File: src/rtl/pktport_pkg.sv
package pktport_pkg;

  localparam int ADDR_W    = 6;
  localparam int COUNT_MAX = 65536;
  localparam int COUNT_W   = $clog2(COUNT_MAX + 1);

  localparam logic [ADDR_W-1:0] OFS_ID_LO  = 6'h00;
  localparam logic [ADDR_W-1:0] OFS_ID_HI  = 6'h04;
  localparam logic [ADDR_W-1:0] OFS_BUSY   = 6'h08;
  localparam logic [ADDR_W-1:0] OFS_RXCNT  = 6'h0C;
  localparam logic [ADDR_W-1:0] OFS_TXCNT  = 6'h10;
  localparam logic [ADDR_W-1:0] OFS_ICTL   = 6'h14;
  localparam logic [ADDR_W-1:0] OFS_INFO   = 6'h18;
  localparam logic [ADDR_W-1:0] OFS_RXDATA = 6'h1C;
  localparam logic [ADDR_W-1:0] OFS_TXDATA = 6'h20;

  localparam int BIT_TXDONE = 0;
  localparam int BIT_RXAVL  = 1;
  localparam int BIT_TEST   = 31;

  typedef enum logic [3:0] {
    SEL_NONE,
    SEL_ID_LO,
    SEL_ID_HI,
    SEL_BUSY,
    SEL_RXCNT,
    SEL_TXCNT,
    SEL_ICTL,
    SEL_INFO,
    SEL_RXDATA,
    SEL_TXDATA
  } reg_sel_e;

  function automatic reg_sel_e decode_addr(input logic [ADDR_W-1:0] a);
    reg_sel_e s;
    case (a)
      OFS_ID_LO:  s = SEL_ID_LO;
      OFS_ID_HI:  s = SEL_ID_HI;
      OFS_BUSY:   s = SEL_BUSY;
      OFS_RXCNT:  s = SEL_RXCNT;
      OFS_TXCNT:  s = SEL_TXCNT;
      OFS_ICTL:   s = SEL_ICTL;
      OFS_INFO:   s = SEL_INFO;
      OFS_RXDATA: s = SEL_RXDATA;
      OFS_TXDATA: s = SEL_TXDATA;
      default:    s = SEL_NONE;
    endcase
    return s;
  endfunction

  // Literal text packs its first character highest; the identifier wants it in byte 0.
  function automatic logic [63:0] pack_id(input logic [55:0] name, input logic [7:0] ver);
    logic [63:0] w;
    for (int i = 0; i < 7; i++) begin
      w[8*i +: 8] = name[8*(6-i) +: 8];
    end
    w[63:56] = ver;
    return w;
  endfunction

endpackage

File: src/rtl/pktport_rx.sv
module pktport_rx #(
  parameter int DEPTH = 64,
  parameter int CNT_W = 17
) (
  input  logic             clk,
  input  logic             rst_n,
  input  logic             s_valid,
  output logic             s_ready,
  input  logic [7:0]       s_data,
  input  logic             s_last,
  input  logic             hold,
  input  logic             pop,
  output logic [7:0]       pop_data,
  output logic [CNT_W-1:0] count,
  output logic             active,
  output logic             done
);
  localparam int AW = (DEPTH > 1) ? $clog2(DEPTH) : 1;
  localparam int FW = $clog2(DEPTH + 1);
  localparam logic [FW-1:0] FILL_MAX = FW'(DEPTH);

  logic [7:0]    mem [DEPTH];
  logic [FW-1:0] fill;
  logic [FW-1:0] fill_nx;
  logic [AW-1:0] rptr;
  logic          accept;
  logic          room;
  logic          has_data;

  assign has_data = (count != '0);
  assign s_ready  = !hold && !has_data;
  assign accept   = s_valid && s_ready;
  assign room     = (fill < FILL_MAX);
  assign fill_nx  = room ? fill + 1'b1 : fill;
  assign done     = accept && s_last;
  assign pop_data = has_data ? mem[rptr] : 8'h00;

  always_ff @(posedge clk) begin
    if (accept && room) begin
      mem[fill[AW-1:0]] <= s_data;
    end
  end

  always_ff @(posedge clk) begin
    if (!rst_n) begin
      fill   <= '0;
      rptr   <= '0;
      count  <= '0;
      active <= 1'b0;
    end else if (accept) begin
      if (s_last) begin
        fill   <= '0;
        rptr   <= '0;
        count  <= CNT_W'(fill_nx);
        active <= 1'b0;
      end else begin
        fill   <= fill_nx;
        active <= 1'b1;
      end
    end else if (pop && has_data) begin
      count <= count - 1'b1;
      rptr  <= rptr + 1'b1;
    end
  end

endmodule

File: src/rtl/pktport_tx.sv
module pktport_tx #(
  parameter int DEPTH = 4,
  parameter int CNT_W = 17
) (
  input  logic             clk,
  input  logic             rst_n,
  input  logic             len_wr,
  input  logic [CNT_W-1:0] len_val,
  input  logic             byte_wr,
  input  logic [7:0]       byte_val,
  output logic [CNT_W-1:0] remaining,
  output logic             done,
  output logic             pending,
  output logic             m_valid,
  input  logic             m_ready,
  output logic [7:0]       m_data,
  output logic             m_last
);
  localparam int AW = (DEPTH > 1) ? $clog2(DEPTH) : 1;
  localparam int OW = $clog2(DEPTH + 1);
  localparam logic [AW-1:0] PTR_TOP = AW'(DEPTH - 1);
  localparam logic [OW-1:0] OCC_MAX = OW'(DEPTH);

  logic [8:0]    mem [DEPTH];
  logic [AW-1:0] wp;
  logic [AW-1:0] rp;
  logic [OW-1:0] occ;
  logic          full;
  logic          push;
  logic          take;
  logic          final_byte;

  function automatic logic [AW-1:0] step(input logic [AW-1:0] p);
    return (p == PTR_TOP) ? '0 : p + 1'b1;
  endfunction

  assign full       = (occ == OCC_MAX);
  assign final_byte = (remaining == CNT_W'(1));
  assign push       = byte_wr && (remaining != '0) && !full;
  assign m_valid    = (occ != '0);
  assign take       = m_valid && m_ready;
  assign m_data     = mem[rp][7:0];
  assign m_last     = m_valid && mem[rp][8];
  assign pending    = m_valid;
  assign done       = push && final_byte;

  always_ff @(posedge clk) begin
    if (push) begin
      mem[wp] <= {final_byte, byte_val};
    end
  end

  always_ff @(posedge clk) begin
    if (!rst_n) begin
      remaining <= '0;
      wp        <= '0;
      rp        <= '0;
      occ       <= '0;
    end else begin
      if (len_wr) begin
        remaining <= len_val;
      end else if (push) begin
        remaining <= remaining - 1'b1;
      end
      if (push) begin
        wp <= step(wp);
      end
      if (take) begin
        rp <= step(rp);
      end
      case ({push, take})
        2'b10:   occ <= occ + 1'b1;
        2'b01:   occ <= occ - 1'b1;
        default: occ <= occ;
      endcase
    end
  end

endmodule

File: src/rtl/pktport_irq.sv
module pktport_irq (
  input  logic clk,
  input  logic rst_n,
  input  logic tx_set,
  input  logic rx_set,
  input  logic wr_en,
  input  logic clr_tx,
  input  logic clr_rx,
  input  logic wr_zero,
  input  logic wr_test,
  input  logic rd_en,
  output logic tx_flag,
  output logic rx_flag,
  output logic test_flag,
  output logic irq
);

  always_ff @(posedge clk) begin
    if (!rst_n) begin
      tx_flag   <= 1'b0;
      rx_flag   <= 1'b0;
      test_flag <= 1'b0;
    end else begin
      if (tx_set) begin
        tx_flag <= 1'b1;
      end else if (wr_en && clr_tx) begin
        tx_flag <= 1'b0;
      end
      if (rx_set) begin
        rx_flag <= 1'b1;
      end else if (wr_en && clr_rx) begin
        rx_flag <= 1'b0;
      end
      if (wr_en) begin
        if (wr_zero) begin
          test_flag <= 1'b0;
        end else if (wr_test) begin
          test_flag <= 1'b1;
        end
      end else if (rd_en) begin
        test_flag <= 1'b0;
      end
    end
  end

  assign irq = tx_flag | rx_flag | test_flag;

endmodule

File: src/rtl/pktport_dev.sv
module pktport_dev
  import pktport_pkg::*;
#(
  parameter int          RX_DEPTH = 64,
  parameter int          TX_DEPTH = 4,
  parameter logic [55:0] ID_NAME  = "PKTLINK",
  parameter logic [7:0]  ID_VER   = "2",
  parameter logic [31:0] IRQ_INFO = 32'h0000_0003
) (
  input  logic              clk,
  input  logic              rst_n,
  input  logic              host_sel,
  input  logic              host_wr,
  input  logic [ADDR_W-1:0] host_addr,
  input  logic [31:0]       host_wdata,
  output logic [31:0]       host_rdata,
  input  logic              rx_valid,
  output logic              rx_ready,
  input  logic [7:0]        rx_data,
  input  logic              rx_last,
  output logic              tx_valid,
  input  logic              tx_ready,
  output logic [7:0]        tx_data,
  output logic              tx_last,
  output logic              irq
);
  localparam int CNT_W = COUNT_W;
  localparam logic [63:0] ID_WORD = pack_id(ID_NAME, ID_VER);
  localparam logic [31:0] CLAMP32 = 32'(COUNT_MAX);

  reg_sel_e         sel;
  logic             rd_req;
  logic             wr_req;
  logic             rx_pop;
  logic [7:0]       rx_byte;
  logic [CNT_W-1:0] rx_count;
  logic             rx_active;
  logic             rx_done_evt;
  logic             len_wr;
  logic             byte_wr;
  logic [CNT_W-1:0] len_val;
  logic [CNT_W-1:0] tx_count;
  logic             tx_done_evt;
  logic             tx_pending;
  logic             tx_flag;
  logic             rx_flag;
  logic             test_flag;
  logic             ictl_wr;
  logic             ictl_rd;
  logic             busy;
  logic [31:0]      rd_mux;

  assign sel     = decode_addr(host_addr);
  assign rd_req  = host_sel && !host_wr;
  assign wr_req  = host_sel && host_wr;
  assign rx_pop  = rd_req && (sel == SEL_RXDATA);
  assign len_wr  = wr_req && (sel == SEL_TXCNT);
  assign byte_wr = wr_req && (sel == SEL_TXDATA);
  assign ictl_wr = wr_req && (sel == SEL_ICTL);
  assign ictl_rd = rd_req && (sel == SEL_ICTL);
  assign len_val = (host_wdata > CLAMP32) ? CNT_W'(COUNT_MAX) : host_wdata[CNT_W-1:0];
  assign busy    = rx_active || (tx_count != '0) || tx_pending;

  pktport_rx #(
    .DEPTH (RX_DEPTH),
    .CNT_W (CNT_W)
  ) u_rx (
    .clk      (clk),
    .rst_n    (rst_n),
    .s_valid  (rx_valid),
    .s_ready  (rx_ready),
    .s_data   (rx_data),
    .s_last   (rx_last),
    .hold     (rx_flag),
    .pop      (rx_pop),
    .pop_data (rx_byte),
    .count    (rx_count),
    .active   (rx_active),
    .done     (rx_done_evt)
  );

  pktport_tx #(
    .DEPTH (TX_DEPTH),
    .CNT_W (CNT_W)
  ) u_tx (
    .clk       (clk),
    .rst_n     (rst_n),
    .len_wr    (len_wr),
    .len_val   (len_val),
    .byte_wr   (byte_wr),
    .byte_val  (host_wdata[7:0]),
    .remaining (tx_count),
    .done      (tx_done_evt),
    .pending   (tx_pending),
    .m_valid   (tx_valid),
    .m_ready   (tx_ready),
    .m_data    (tx_data),
    .m_last    (tx_last)
  );

  pktport_irq u_irq (
    .clk       (clk),
    .rst_n     (rst_n),
    .tx_set    (tx_done_evt),
    .rx_set    (rx_done_evt),
    .wr_en     (ictl_wr),
    .clr_tx    (host_wdata[BIT_TXDONE]),
    .clr_rx    (host_wdata[BIT_RXAVL]),
    .wr_zero   (host_wdata == 32'h0),
    .wr_test   (host_wdata[BIT_TEST]),
    .rd_en     (ictl_rd),
    .tx_flag   (tx_flag),
    .rx_flag   (rx_flag),
    .test_flag (test_flag),
    .irq       (irq)
  );

  always_comb begin
    rd_mux = 32'h0;
    case (sel)
      SEL_ID_LO:  rd_mux = ID_WORD[31:0];
      SEL_ID_HI:  rd_mux = ID_WORD[63:32];
      SEL_BUSY:   rd_mux = {31'h0, busy};
      SEL_RXCNT:  rd_mux = 32'(rx_count);
      SEL_TXCNT:  rd_mux = 32'(tx_count);
      SEL_ICTL:   rd_mux = {test_flag, 29'h0, rx_flag, tx_flag};
      SEL_INFO:   rd_mux = IRQ_INFO;
      SEL_RXDATA: rd_mux = {24'h0, rx_byte};
      default:    rd_mux = 32'h0;
    endcase
  end

  always_ff @(posedge clk) begin
    if (!rst_n) begin
      host_rdata <= 32'h0;
    end else if (rd_req) begin
      host_rdata <= rd_mux;
    end
  end

endmodule

File: config.mk
export PLATFORM = sky130hd
export DESIGN_NAME = pktport_dev
export DESIGN_NICKNAME = d
export VERILOG_FILES = /design/src/rtl/pktport_pkg.sv /design/src/rtl/pktport_rx.sv /design/src/rtl/pktport_tx.sv /design/src/rtl/pktport_irq.sv /design/src/rtl/pktport_dev.sv
export SDC_FILE = /design/constraint.sdc
export NUM_CORES = 1
export LEC_CHECK = 0
export BUFFER_PORTS_ARGS = -buffer_cell sky130_fd_sc_hd__buf_2
export CAP_MARGIN = 15
export CORE_ASPECT_RATIO = 0.8
export CORE_MARGIN = 2
export CORE_UTILIZATION = 60
export CTS_BUF_LIST = sky130_fd_sc_hd__clkbuf_16
export DETAILED_ROUTE_END_ITERATION = 16
export PLACE_DENSITY = 0.78
export SYNTH_ARGS = -nofsm -noshare
export SYNTH_HDL_FRONTEND = slang
export SYNTH_SLANG_ARGS = --single-unit
File: constraint.sdc
create_clock -name clk -period 9.3 [get_ports clk]
set_input_delay 2.325 -clock clk [delete_from_list [all_inputs] [get_ports clk]]
set_output_delay 2.325 -clock clk [all_outputs]
set_load 0.03 [all_outputs]
---- Word-level counts from Yosys, hierarchy flattened ----
Memories as Yosys holds them, arrays and structs flattened. A register that Yosys moved wholly into a read port is not among the register bits.
Cells that the tools add are included.
Widths: inputs -> output; s select.
word-level totals
  RAM bits ................................ 548
  output and inout bits ................... 44
  memories ................................ 2
  bits of input ports ..................... 53
  register bits after elaboration ......... 90
cells by class
  equal/unequal tests ..................... 25
  bitwise logic cells ..................... 2
  reduce and logical (&&, ||, !) cells .... 38
  add/sub/neg operators ................... 8
  magnitude comparators ................... 2
  multiplexer cells ....................... 34
memory list
  name      depth  width  rd ports  clocked after memory_dff  wr ports  line              source
  u_rx.mem  64     8      1         1                         1         pktport_rx.sv:22  logic [7:0] mem [DEPTH];
  u_tx.mem  4      9      1         1                         1         pktport_tx.sv:24  logic [8:0] mem [DEPTH];
operator list
  kind                   number
  $pmux 32 s8            1
  $mux 17                6
  $pmux 4 s9             1
  $reduce_bool 17->1     2
  $sub 17x1->17 const B  2
  $gt 32x17->1 const B   1
  $logic_not 32->1       1
  $mux 6                 5
  $eq 6x5->1 const B     4
  $logic_and 1x1->1      19
  $eq 17x1->1 const B    1
  $eq 4x3->1 const B     4
  $mux 7                 2
  $mux 1                 13
  $eq 6x4->1 const B     2
  $reduce_bool 2->1      6
  $eq 4x2->1 const B     2
  $eq 4x4->1 const B     2
  $mux 2                 4
  $mux 8                 1
  $add 7x1->7 const B    1
  $lt 7x7->1 const B     1
  $add 6x1->6 const B    1
  $eq 2x2->1 const B     3
  other kinds (17)       24

---- Logic depth before layout (Yosys ltp) ----
  depth after elaboration ................. 9
  depth in mapped cells ................... 13
  gate-level depth less buffers ........... 12

---- Modules after synthesis ----
Synthesis repeated with hierarchy kept, for this count alone.
second synthesis, totals
  cells, all modules ...................... 1533
  area, all modules ....................... 26317.7 um2
by module, submodules not included
  module       area each (um2)  cells an instance  instances  sequential area each (um2)
  pktport_rx   21829.7          1104               1          16115.5
  pktport_tx   2837.7           227                1          1601.5
  pktport_dev  1517.7           190                1          420.4
  pktport_irq  132.6            12                 1          60.1

---- Worst setup path after synthesis ----
OpenSTA, ideal clock, no wires.
  path kind ............................... in2reg
  start ................................... input port host_addr[2]
  end ..................................... register u_tx.occ[2]
  required time ........................... 9230 ps
  library setup time ...................... 70 ps
  path slack .............................. 4398 ps
  path buffers ............................ 1
  arrival time ............................ 4832 ps
  cell stages on the path ................. 11
  path through ............................ clkbuf_1 -> or4_1 -> a311o_1 -> a21oi_1 -> inv_1 -> ha_1 -> inv_1 -> fa_1 -> xor2_1 -> or3_1 -> a21oi_1
between the ends
  longest elaborated chain between the ends .. 8
  elaborated cells on any way between the ends .. 18
  classes of those cells .................. eq/ne: 11; mux: 2; reduce/logical: 5
ends and longest elaborated chain
  what                                             line               source
  from (decl)                                      pktport_dev.sv:14  input logic [ADDR_W-1:0] host_addr,
  $eq 6x6->1 (tied with other cells)               pktport_pkg.sv:36  case (a)
  $pmux 4 s9 *                                     pktport_pkg.sv:36
  $eq 4x4->1 *                                     pktport_dev.sv:58  assign byte_wr = wr_req && (sel == SEL_TXDATA);
  $logic_and 1x1->1 *                              pktport_dev.sv:58
  $logic_and 1x1->1 * (2 in a row)                 pktport_tx.sv:39   assign push = byte_wr && (remaining != '0) && !full;
  $eq 2x1->1 or $eq 2x2->1 (tied branches)         pktport_tx.sv:71   case ({push, take})
  $pmux 3 s2 or $reduce_bool 2->1 (tied branches)  -
  to (signal assigned)                             pktport_tx.sv:72   2'b10: occ <= occ + 1'b1;
  to (signal assigned)                             pktport_tx.sv:73   2'b01: occ <= occ - 1'b1;
  to (decl)                                        pktport_tx.sv:27   logic [OW-1:0] occ;
Every way passes the cells marked *; elsewhere a longest branch is shown, timed or not.
A chain may end at the register's enable or synchronous reset.

---- Worst setup path in the final report ----
  start ................................... register u_rx.count[0]
  end ..................................... output port rx_ready
between the ends
  longest elaborated chain between the ends .. 3
ends and longest elaborated chain
  what                    line               source
  from (decl)             pktport_rx.sv:14   output logic [CNT_W-1:0] count,
  from (signal assigned)  pktport_rx.sv:54   count <= CNT_W'(fill_nx);
  from (signal assigned)  pktport_rx.sv:61   count <= count - 1'b1;
  $reduce_bool 17->1      pktport_rx.sv:30   assign has_data = (count != '0);
  $logic_not 1->1         pktport_rx.sv:31   assign s_ready = !hold && !has_data;
  $logic_and 1x1->1       pktport_rx.sv:31
  to (decl)               pktport_dev.sv:18  output logic rx_ready,
Every way passes these cells.

==> impl_metrics.json <==
{
  "grtUsageTotal": 0.273,
  "max-slew-margin-rel": 0.312,
  "cpPeakStageDelay_ps": 660,
  "hold_path_class": "reg -> reg",
  "drc": 0,
  "ir_drop_mv": 0.180,
  "fp.dieH_um": 189,
  "worstPathMaxFanout": 8,
  "drv_slew": 0,
  "hold_depth": 2,
  "vias": 14700,
  "clock_latency_ps": 620,
  "final_common_cell": "edfxtp_1",
  "cts_setup_buffers": 0,
  "drv_cap": 0,
  "ys_ff_latch": 635,
  "setup_violations": 0,
  "viasPerCell": 6.77,
  "tightest_slew_ps": 1030,
  "crit_chain": "inv_1 -> ha_1 -> or4b_4 -> or4_1 -> or3_1 -> nor2_1 -> buf_2",
  "critPathKind": "reg -> out",
  "antenna_found_initial": 1,
  "required_ps": 6980,
  "postRouteAntennaNets": 0,
  "root_buffer": "clkbuf_16",
  "drt-initial-drc-count": 1913,
  "initial_core_util": 0.610,
  "synthToLayoutAreaGrowth_pct": 11.0,
  "rsz0062_at_grt": "false",
  "h-tree-depth": 2,
  "cp-start-kind": "flop",
  "grt-ovfl-total": 0,
  "yosysTopAreaCellShare": 0.644,
  "dr_wl_met3_mm": 7.27,
  "cts_tree": "yes",
  "power_density_nw_per_um2": 216,
  "wl_met1_mm": 23.7,
  "gp_congestion": 0.897,
  "timing.fmax_ghz": 0.180,
  "grt_pass1_vias": 14400,
  "coreArea_um2": 41900,
  "finalHoldViolCount": 0,
  "yosys_warnings": 0,
  "die-area_um2": 44300,
  "fillers": 2655,
  "ys.flop_type": "edfxtp_1",
  "slowest_stage": "or4_1",
  "fin_tns_setup_ps": 0,
  "grt_max_degree": 85,
  "die_x_um": 235,
  "worstRegToRegCells": 8,
  "end_kind": "output pin",
  "synth_top_family_by_area": "multiplexers",
  "fin_util": 0.676,
  "muxShareOfSynthArea": 0.129,
  "outcome": "completed",
  "finClkSkew_ps": 29.3,
  "ys_types": 63,
  "synth_area_leaders": "edfxtp_1 64%, mux4_2 13%, dfxtp_1 6.8%, nor2_1 1.9%, a21oi_1 1.3%",
  "finalCritPeriodShare": 0.599,
  "synthAdderAreaFrac": 0.00617,
  "routedWlPerCell_um": 27.9,
  "cp.buffers_inverters": 2,
  "synthXorXnorAreaFrac": 0.00548,
  "first_pass_iters": 6,
  "syn_inst": 1492,
  "min_period_ps": 5570,
  "cp.arrival_ps": 3240,
  "cts.sinks": 635,
  "num_io_pins": 97,
  "crit_family": "simple AND/OR/NAND/NOR gates",
  "row_count": 67,
  "cts.clk_slew.worst_paths_ps": 70,
  "io_buffers": 93,
  "crit_cells": 7,
  "p_total_mw": 6.12,
  "post-synth-top-area-cell": "edfxtp_1",
  "synth-simple-area-share": 0.0636,
  "nNetsFinal": 1632,
  "async_reset_ff_frac": 0,
  "cts_resized": 0,
  "netlist_area_um2": 25600,
  "postSynthAreaPerCell_um2": 17.1,
  "top_layer": "met4",
  "grt_pass1_wl_mm": 90.3,
  "ys_seq_area_frac": 0.712,
  "drive_above_1_share": 0.222,
  "cts_made_buffers": 57,
  "leakage_nw": 9.01,
  "synth_edf_count": 548,
  "wirelength_mm": 60.4,
  "wl_met2_mm": 27.8,
  "cts_max_path_buffers": 3,
  "hpwlAfterDp_mm": 36.9,
  "layout_common_cells": "548 x edfxtp_1, 142 x mux4_2, 131 x nor2_1, 93 x buf_2, 85 x dfxtp_1",
  "n_antenna_cell": 0,
  "synth_compound_area_frac": 0.0635,
  "ctsHoldBuffers": 0
}
Yosys cell counts, drive strengths merged (4+ instances only):
master / count
a211oi: 8
a21o: 4
a21oi: 65
a221o: 9
a221oi: 25
a22o: 18
a22oi: 36
and2: 15
and3: 7
buf: 38
clkbuf: 61
dfxtp: 87
edfxtp: 548
ha: 11
inv: 19
mux2i: 9
mux4: 142
nand2: 33
nand2b: 8
nand3: 16
nand3b: 6
nand4: 6
nor2: 132
nor2b: 7
nor3: 25
nor4: 24
o21ai: 31
o22ai: 7
o31ai: 8
or3: 15
or3b: 4
or4: 13
xnor2: 8
xor2: 8
tightest hold or removal path, cell delays in order, from the launching register on:
cell and delay (ps):
dfxtp_1 310, o31ai_1 60, a21oi_1 70
routing by layer:
| layer | track usage | vias up |
|---|---|---|
| met4 | 0.0818 | 0 |
| met2 | 0.411 | 997 |
| met3 | 0.0549 | 124 |
| met5 | 0 | - |
| met1 | 0.410 | 7366 |
| li1 | - | 6200 |
sequential cells by signal (all words and copies together), names as in the netlist, named ones only:
name             cells
u_tx.mem            36
u_tx.rp              2
u_irq.tx_flag        1
u_rx.mem           512
u_irq.test_flag      1
u_tx.wp              2
u_tx.occ             3
u_rx.active          1
u_irq.rx_flag        1
u_rx.rptr            6
u_rx.fill            7
u_tx.remaining      17
host_rdata          21
u_rx.count          17
cell type report:
class	instances	area, um2	share of cell area
Timing Repair Buffer	113	628	0.0222
Sequential cell	635	18200	0.642
Clock buffer	57	1430	0.0503
Multi-Input combinational cell	741	6870	0.242
Clock inverter	51	458	0.0162
Inverter	19	71.3	0.00252
Tap cell	552	691	0.0244
final timing paths:
kind | startpoint | end | slack [ps]
setup / recovery | u_rx.count[0] | rx_ready | 3730
hold reg to reg | u_rx.rptr[5] | u_rx.rptr[5] | 490
hold / removal | u_rx.rptr[5] | u_rx.rptr[5] | 490
setup reg to reg | u_rx.count[0] | u_rx.mem[22][5] | 4270
cell families after synthesis:
group                    count (synthesis)
buffers and inverters                  118
XOR/XNOR                                16
AO/OA/AOI/OAI                          236
AND/OR/NAND/NOR                        322
other                                    1
multiplexers                           152
adder cells (fa/ha/maj)                 12
flip-flops                             635
power by group:
part	internal, mW	total, mW	switching (mW)
sequential	3.14	3.19	0.0502
combinational	0.178	0.579	0.401
clock	1.29	2.35	1.05
metrics by stage:
stage	setup slack [ps]	hold slack [ps]	cell area (um2)	std cells
after floorplan	4400	440	25600	1494
after global placement	3980	460	26500	2060
after detailed placement	3910	471	26500	2060
after CTS	3760	484	28300	2168
after global routing	3620	509	28300	2168
final	3730	487	28300	2168
Note: power is estimated with default switching activity, not from simulation.
